==> config.mk <==
export PLATFORM = sky130hd
export DESIGN_NAME = bcast_storm_limiter
export DESIGN_NICKNAME = d
export VERILOG_FILES = /design/src/rtl/bsl_pkg.sv /design/src/rtl/bsl_ctrl.sv /design/src/rtl/bsl_datapath.sv /design/src/rtl/bcast_storm_limiter.sv
export SDC_FILE = /design/constraint.sdc
export NUM_CORES = 1
export LEC_CHECK = 0
export BUFFER_PORTS_ARGS = -buffer_cell sky130_fd_sc_hd__buf_4
export CAP_MARGIN = 15
export CORE_AREA = 2 2 73 75
export DETAILED_ROUTE_END_ITERATION = 12
export DIE_AREA = 0 0 75 77
export GPL_ROUTABILITY_DRIVEN = 0
export HOLD_SLACK_MARGIN = 0.15
export PLACE_DENSITY_LB_ADDON = 0.15
export REMOVE_ABC_BUFFERS = 1
export SYNTH_ARGS = -nofsm -noshare
export SYNTH_HDL_FRONTEND = slang
export SYNTH_HIERARCHICAL = 1
export SYNTH_SLANG_ARGS = --single-unit
==> constraint.sdc <==
create_clock -name clk -period 5.7 [get_ports clk]
set_input_delay 0 -clock clk [delete_from_list [all_inputs] [get_ports clk]]
set_output_delay 0 -clock clk [all_outputs]
set_load 0.1 [all_outputs]
==> src/rtl/bsl_pkg.sv <==
package bsl_pkg;

  // strobes from control to the datapath, valid for a single cycle
  typedef struct packed {
    logic windowEdge;   // current window ends on this edge
    logic judge;        // a frame ends this cycle and needs a verdict
    logic isBcast;      // broadcast flag of the frame being judged
  } ctlStrobes_t;

endpackage

==> src/rtl/bsl_ctrl.sv <==
module bsl_ctrl
  import bsl_pkg::*;
#(
  parameter int TICKS_FAST = 67000,
  parameter int TICKS_SLOW = 500000
) (
  input  logic        clk,
  input  logic        rstN,
  input  logic        tickUs,
  input  logic        speedSlow,
  input  logic        frmStart,
  input  logic        frmBcast,
  input  logic        frmEnd,
  output ctlStrobes_t strobes
);

  localparam int MAX_TICKS = (TICKS_SLOW > TICKS_FAST) ? TICKS_SLOW : TICKS_FAST;
  localparam int TW        = (MAX_TICKS > 2) ? $clog2(MAX_TICKS) : 1;

  logic [TW-1:0] timer;
  logic [TW-1:0] limit;
  logic          slowActive;
  logic          bcastLatched;
  logic          edgeNow;

  // last tick index of the running window
  always_comb begin
    limit = slowActive ? TW'(TICKS_SLOW - 1) : TW'(TICKS_FAST - 1);
  end

  assign edgeNow = tickUs && (timer == limit);

  always_ff @(posedge clk) begin
    if (!rstN) begin
      timer        <= '0;
      slowActive   <= 1'b0;
      bcastLatched <= 1'b0;
    end else begin
      if (edgeNow) begin
        timer      <= '0;
        slowActive <= speedSlow;
      end else if (tickUs) begin
        timer <= timer + 1'b1;
      end
      if (frmStart) bcastLatched <= frmBcast;
    end
  end

  always_comb begin
    strobes.windowEdge = edgeNow;
    strobes.judge      = frmEnd;
    strobes.isBcast    = frmStart ? frmBcast : bcastLatched;
  end

  // the timer never runs past the last tick of the active window
  p_timer_bound_r6: assert property (@(posedge clk) disable iff (!rstN)
    timer <= limit);

  // the timer restarts from zero after every window edge
  p_edge_restart_r8: assert property (@(posedge clk) disable iff (!rstN)
    strobes.windowEdge |=> (timer == '0));

  // the active speed changes only at a window edge
  p_speed_hold_r8: assert property (@(posedge clk) disable iff (!rstN)
    !strobes.windowEdge |=> $stable(slowActive));

endmodule

==> src/rtl/bsl_datapath.sv <==
module bsl_datapath
  import bsl_pkg::*;
#(
  parameter int              QUOTA_W     = 11,
  parameter int              LEN_W       = 16,
  parameter int              BLK_LOG2    = 6,
  parameter logic [QUOTA_W-1:0] QUOTA_RESET = 11'h063
) (
  input  logic               clk,
  input  logic               rstN,
  input  ctlStrobes_t        strobes,
  input  logic [QUOTA_W-1:0] quotaCfg,
  input  logic [LEN_W-1:0]   frmBytes,
  output logic               verdictValid,
  output logic               verdictDrop
);

  localparam int COST_W = LEN_W - BLK_LOG2 + 1;
  localparam int SUM_W  = ((COST_W > QUOTA_W) ? COST_W : QUOTA_W) + 1;

  logic [QUOTA_W-1:0] blkCount;
  logic [QUOTA_W-1:0] activeQuota;
  logic [COST_W-1:0]  cost;
  logic [QUOTA_W-1:0] effCount;
  logic [QUOTA_W-1:0] effQuota;
  logic [SUM_W-1:0]   need;
  logic               fits;
  logic               charge;

  // whole blocks plus one for any partial block
  always_comb begin
    cost = COST_W'(frmBytes[LEN_W-1:BLK_LOG2]) + COST_W'(|frmBytes[BLK_LOG2-1:0]);
  end

  // a frame ending on a window edge belongs to the new window
  always_comb begin
    effCount = strobes.windowEdge ? '0 : blkCount;
    effQuota = strobes.windowEdge ? quotaCfg : activeQuota;
    need     = SUM_W'(effCount) + SUM_W'(cost);
    fits     = (need <= SUM_W'(effQuota));
    charge   = strobes.judge && strobes.isBcast && fits;
  end

  always_ff @(posedge clk) begin
    if (!rstN) begin
      blkCount     <= '0;
      activeQuota  <= QUOTA_RESET;
      verdictValid <= 1'b0;
      verdictDrop  <= 1'b0;
    end else begin
      if (charge)                  blkCount <= need[QUOTA_W-1:0];
      else if (strobes.windowEdge) blkCount <= '0;
      if (strobes.windowEdge) activeQuota <= quotaCfg;
      verdictValid <= strobes.judge;
      verdictDrop  <= strobes.judge && strobes.isBcast && !fits;
    end
  end

  // the block total never exceeds the active quota
  p_count_bounded_r3: assert property (@(posedge clk) disable iff (!rstN)
    blkCount <= activeQuota);

  // a drop that is not on a window edge leaves the total untouched
  p_drop_frozen_r3: assert property (@(posedge clk) disable iff (!rstN)
    (verdictValid && verdictDrop && !$past(strobes.windowEdge))
      |-> (blkCount == $past(blkCount)));

  // frames that are not broadcast are never dropped
  p_plain_passes_r4: assert property (@(posedge clk) disable iff (!rstN)
    (verdictValid && !$past(strobes.isBcast)) |-> !verdictDrop);

  // a verdict follows every frame end, one cycle later
  p_verdict_follows_r5: assert property (@(posedge clk) disable iff (!rstN)
    strobes.judge |=> verdictValid);

  // no verdict appears without a frame end
  p_verdict_only_r5: assert property (@(posedge clk) disable iff (!rstN)
    !strobes.judge |=> !verdictValid);

  // the quota is loaded only at a window edge
  p_quota_hold_r7: assert property (@(posedge clk) disable iff (!rstN)
    !strobes.windowEdge |=> $stable(activeQuota));

  // an edge with no charge leaves a zero total
  p_edge_clears_r6: assert property (@(posedge clk) disable iff (!rstN)
    (strobes.windowEdge && !charge) |=> (blkCount == '0));

endmodule

==> src/rtl/bcast_storm_limiter.sv <==
module bcast_storm_limiter
  import bsl_pkg::*;
#(
  parameter int TICKS_FAST = 67000,
  parameter int TICKS_SLOW = 500000,
  parameter int QUOTA_W    = 11,
  parameter int LEN_W      = 16,
  parameter int BLK_LOG2   = 6,
  parameter logic [QUOTA_W-1:0] QUOTA_RESET = 11'h063
) (
  input  logic               clk,
  input  logic               rstN,
  input  logic               tickUs,
  input  logic               speedSlow,
  input  logic [QUOTA_W-9:0] quotaHi,
  input  logic [7:0]         quotaLo,
  input  logic               frmStart,
  input  logic               frmBcast,
  input  logic [LEN_W-1:0]   frmBytes,
  input  logic               frmEnd,
  output logic               verdictValid,
  output logic               verdictDrop
);

  ctlStrobes_t        strobes;
  logic [QUOTA_W-1:0] quotaCfg;

  assign quotaCfg = {quotaHi, quotaLo};

  bsl_ctrl #(
    .TICKS_FAST (TICKS_FAST),
    .TICKS_SLOW (TICKS_SLOW)
  ) u_ctrl (
    .clk       (clk),
    .rstN      (rstN),
    .tickUs    (tickUs),
    .speedSlow (speedSlow),
    .frmStart  (frmStart),
    .frmBcast  (frmBcast),
    .frmEnd    (frmEnd),
    .strobes   (strobes)
  );

  bsl_datapath #(
    .QUOTA_W     (QUOTA_W),
    .LEN_W       (LEN_W),
    .BLK_LOG2    (BLK_LOG2),
    .QUOTA_RESET (QUOTA_RESET)
  ) u_datapath (
    .clk          (clk),
    .rstN         (rstN),
    .strobes      (strobes),
    .quotaCfg     (quotaCfg),
    .frmBytes     (frmBytes),
    .verdictValid (verdictValid),
    .verdictDrop  (verdictDrop)
  );

endmodule

==> results.cfg <==
[status]
status = finished, final reports clean

[detailed_routing]
antenna_left = 0
routedWlPerCell_um = 14.1
dr.first_iter.drc_count = 132
drc_errors = 0
viasPerCell = 5.77
detailroute.via_count = 2482
totalWireLength_um = 6080
drt-pass1-iter-count = 4

[worst_setup_path]
timing.rr.end = u_datapath/verdictDrop
timing.rr.start = u_ctrl/timer[13]
path_class = reg -> reg
arrival_ns = 5.20
cp-end-kind = flip-flop
worstSetupStartpointType = flip-flop
reg2reg_slack_ns = 0.68
cp.required_ns = 5.88
path_max_fanout = 11
crit_start = u_ctrl/timer[13]
reg2reg_depth = 17
endpoint = u_datapath/verdictDrop

[logic_synthesis]
ys.flop_type = dfxtp_1
synth_warnings = 6
synth_area_per_cell_um2 = 9.15
seq_area_frac_synth = 0.318
syn_inst = 310
synthDistinctLibCells = 62
synth_area_mm2 = 0.00284
synth_seq_cells = 45
synth-async-reset-ratio = 0
synth_edf_count = 0

[floorplan]
start_util = 0.570
die_w_um = 75
die_area_mm2 = 0.00578
die_y_um = 77
placementRows = 26
core_area_mm2 = 0.00498
io_pins = 36

[global_routing]
first_global_vias = 2395
grt_pass1_wl_um = 10400
antenna_found_initial = 0
gr-total-overflow = 0
track_usage = 0.227
grt_start_max_net_pins = 34

[layout]
drive_gt1_frac = 0.178
final_util = 0.682
multiInputGateArea_mm2 = 0.00183
regArea_um2 = 901
areaGrowthSynthToFinish_pct = 19.6
nFillCells = 420
diodes = 0
fin_nets = 416

[clock_tree]
root_buffer = clkbuf_8
cts_buffers = 5
cts_tree = built
h-tree-depth = 2
clock_path_buffers = 2
clock-sinks = 45
cts.clk_slew.worst_paths_ns = 0.09
clkLatencyLatePin_ns = 0.30

[sta]
fin_worst_skew_ns = 0.00703
final_hold_viol_count = 0
setup_viol = 0
maxSlewHeadroom = 0.596
worst_hold_slack_ns = 0.220
fmax_mhz = 199
fin_crit_ns = 5.02
worstMarginPinSlew_ns = 0.606
finalSetupTns_ns = 0
period_share = 0.881
slew_violations = 0
rsz0062_at_grt = false

[placed_design]
io_buffers = 35
dp_hpwl_um = 4450

[power_and_ir_drop]
vdd.ir_drop.worst_mv = 0.0878
powerDensity_mw_per_mm2 = 197
leakage_nw = 1.34
power_uw = 668

[job]
maxCapViolCount = 0

[min_path]
hold_class = in -> reg
-- placed cells by master, fill, tap and decap left out, types with 2 or more instances in the layout --
cell type | netlist | final
dlygate4sd3_1 | 0 | 18
buf_4 | 3 | 37
o21ai_1 | 9 | 9
a211oi_1 | 6 | 6
nand3_1 | 16 | 16
inv_1 | 4 | 4
a31oi_1 | 2 | 2
a2111o_1 | 2 | 2
xor2_1 | 10 | 10
nor2_1 | 15 | 15
mux2_2 | 2 | 2
nand4_4 | 2 | 2
nor3_2 | 2 | 2
mux2i_1 | 11 | 11
nand4b_1 | 3 | 3
and4_1 | 5 | 5
nor4b_1 | 2 | 2
nand2b_1 | 2 | 2
and2_1 | 3 | 3
clkinv_1 | 2 | 2
fa_1 | 2 | 2
a21oi_1 | 20 | 20
xnor2_1 | 9 | 9
ha_1 | 21 | 21
o21ai_0 | 11 | 11
nand2_1 | 12 | 12
nor3_1 | 21 | 21
o21a_1 | 5 | 5
or3_1 | 6 | 6
nor2b_1 | 10 | 10
clkbuf_8 | 0 | 6
dfxtp_1 | 45 | 45
nand4_1 | 5 | 5
o211ai_1 | 2 | 2
a21o_1 | 3 | 3
and3_1 | 3 | 3
-- sequential cells by signal, summed over array words and instances (netlist names) --
register,count
u_datapath/verdictDrop,1
u_ctrl/timer,19
u_ctrl/slowActive,1
u_datapath/blkCount,11
u_datapath/verdictValid,1
u_datapath/activeQuota,11
u_ctrl/bcastLatched,1
-- power breakdown --
part | switching, mW | internal (mW) | leakage [nW]
combinational | 0.0746 | 0.0641 | 0.926
sequential | 0.00201 | 0.320 | 0.364
clock | 0.109 | 0.0983 | 0.0512
-- critical path: stages (launching register included) --
cell and delay (ns):
dfxtp_1 0.36, nor4b_1 0.33, nand4b_1 0.26, a221oi_4 0.53
nand2b_1 0.21, fa_1 0.20, inv_1 0.05, fa_1 0.41
a211oi_1 0.37, o21ai_1 0.12, a31oi_1 0.30, xnor2_1 0.20
ha_1 0.29, a21o_1 0.19, a211o_1 0.31, o31a_1 0.40
a311oi_1 0.29, nor3_1 0.07
-- per-stage QoR --
step / cell area, um^2 / instances / setup slack (ns)
3_5_place_dp: 3120 / 404 / 0.659
4_1_cts: 3390 / 430 / 0.645
2_1_floorplan: 2740 / 297 / -0.176
5_1_grt: 3390 / 430 / 0.287
3_3_place_gp: 3120 / 404 / 0.841
6_report: 3390 / 430 / 0.680
-- layout make-up --
cell class / instances / share of cell area
clock buffer: 6 / 0.0243
clock inverter: 2 / 0.00406
inverter: 6 / 0.00664
multi-input combinational: 246 / 0.539
sequential: 45 / 0.265
tap: 70 / 0.0258
timing repair buffer: 55 / 0.135
-- worst min-delay path by stage --
stage | cells after the start | slack (ns) | end | from
after global routing | 4 | 0.25 | u_datapath/blkCount[1] | frmBytes[7]
after detailed placement | 2 | 0.22 | u_datapath/verdictValid | frmEnd
after floorplan | 1 | 0.06 | u_datapath/activeQuota[1] | rstN
after global placement | 2 | 0.22 | u_datapath/verdictValid | frmEnd
after CTS | 4 | 0.22 | u_datapath/blkCount[1] | frmBytes[7]
final | 4 | 0.22 | u_datapath/blkCount[1] | frmBytes[7]
-- cell families (layout without fill, tap and decap cells) --
| logic type | after synthesis | in the layout | share of synthesized area |
|---|---|---|---|
| AO/OA/AOI/OAI | 75 | 75 | 0.184 |
| XOR/XNOR | 19 | 19 | 0.0587 |
| adder cells (fa/ha/maj) | 23 | 23 | 0.107 |
| buffers and inverters | 19 | 69 | 0.0419 |
| flip-flops | 45 | 45 | 0.318 |
| multiplexers | 13 | 13 | 0.0468 |
| AND/OR/NAND/NOR | 116 | 116 | 0.244 |
-- routing by layer --
layer,global-route usage,vias up,share of wire
li1,-,1255,-
met1,0.285,1178,0.45
met2,0.388,43,0.51
met3,0.0420,6,0.028
met4,0.0625,0,0.010
met5,0,-,0
-- what timing repair did --
action / in CTS / in global routing
hold buffers: 18 / 0
buffers inserted: 0 / 0
hold endpoints to repair: 19 / 0
resized for setup: 0 / 0
-- cells in the mapped netlist, drive strengths merged (6+ instances only) --
cell type  count  share of area
a211oi         7          0.020
xnor2          9          0.028
nand4          7          0.026
nor3          23          0.044
dfxtp         45           0.32
mux2i         11          0.039
or3            6          0.013
nand3         16          0.028
nor2b         10          0.022
ha            21          0.093
o21ai         21          0.038
nor2          15          0.020
buf            9          0.029
nand2         13          0.018
xor2          10          0.031
a21oi         20          0.035
(Power assumes the default switching activity.)
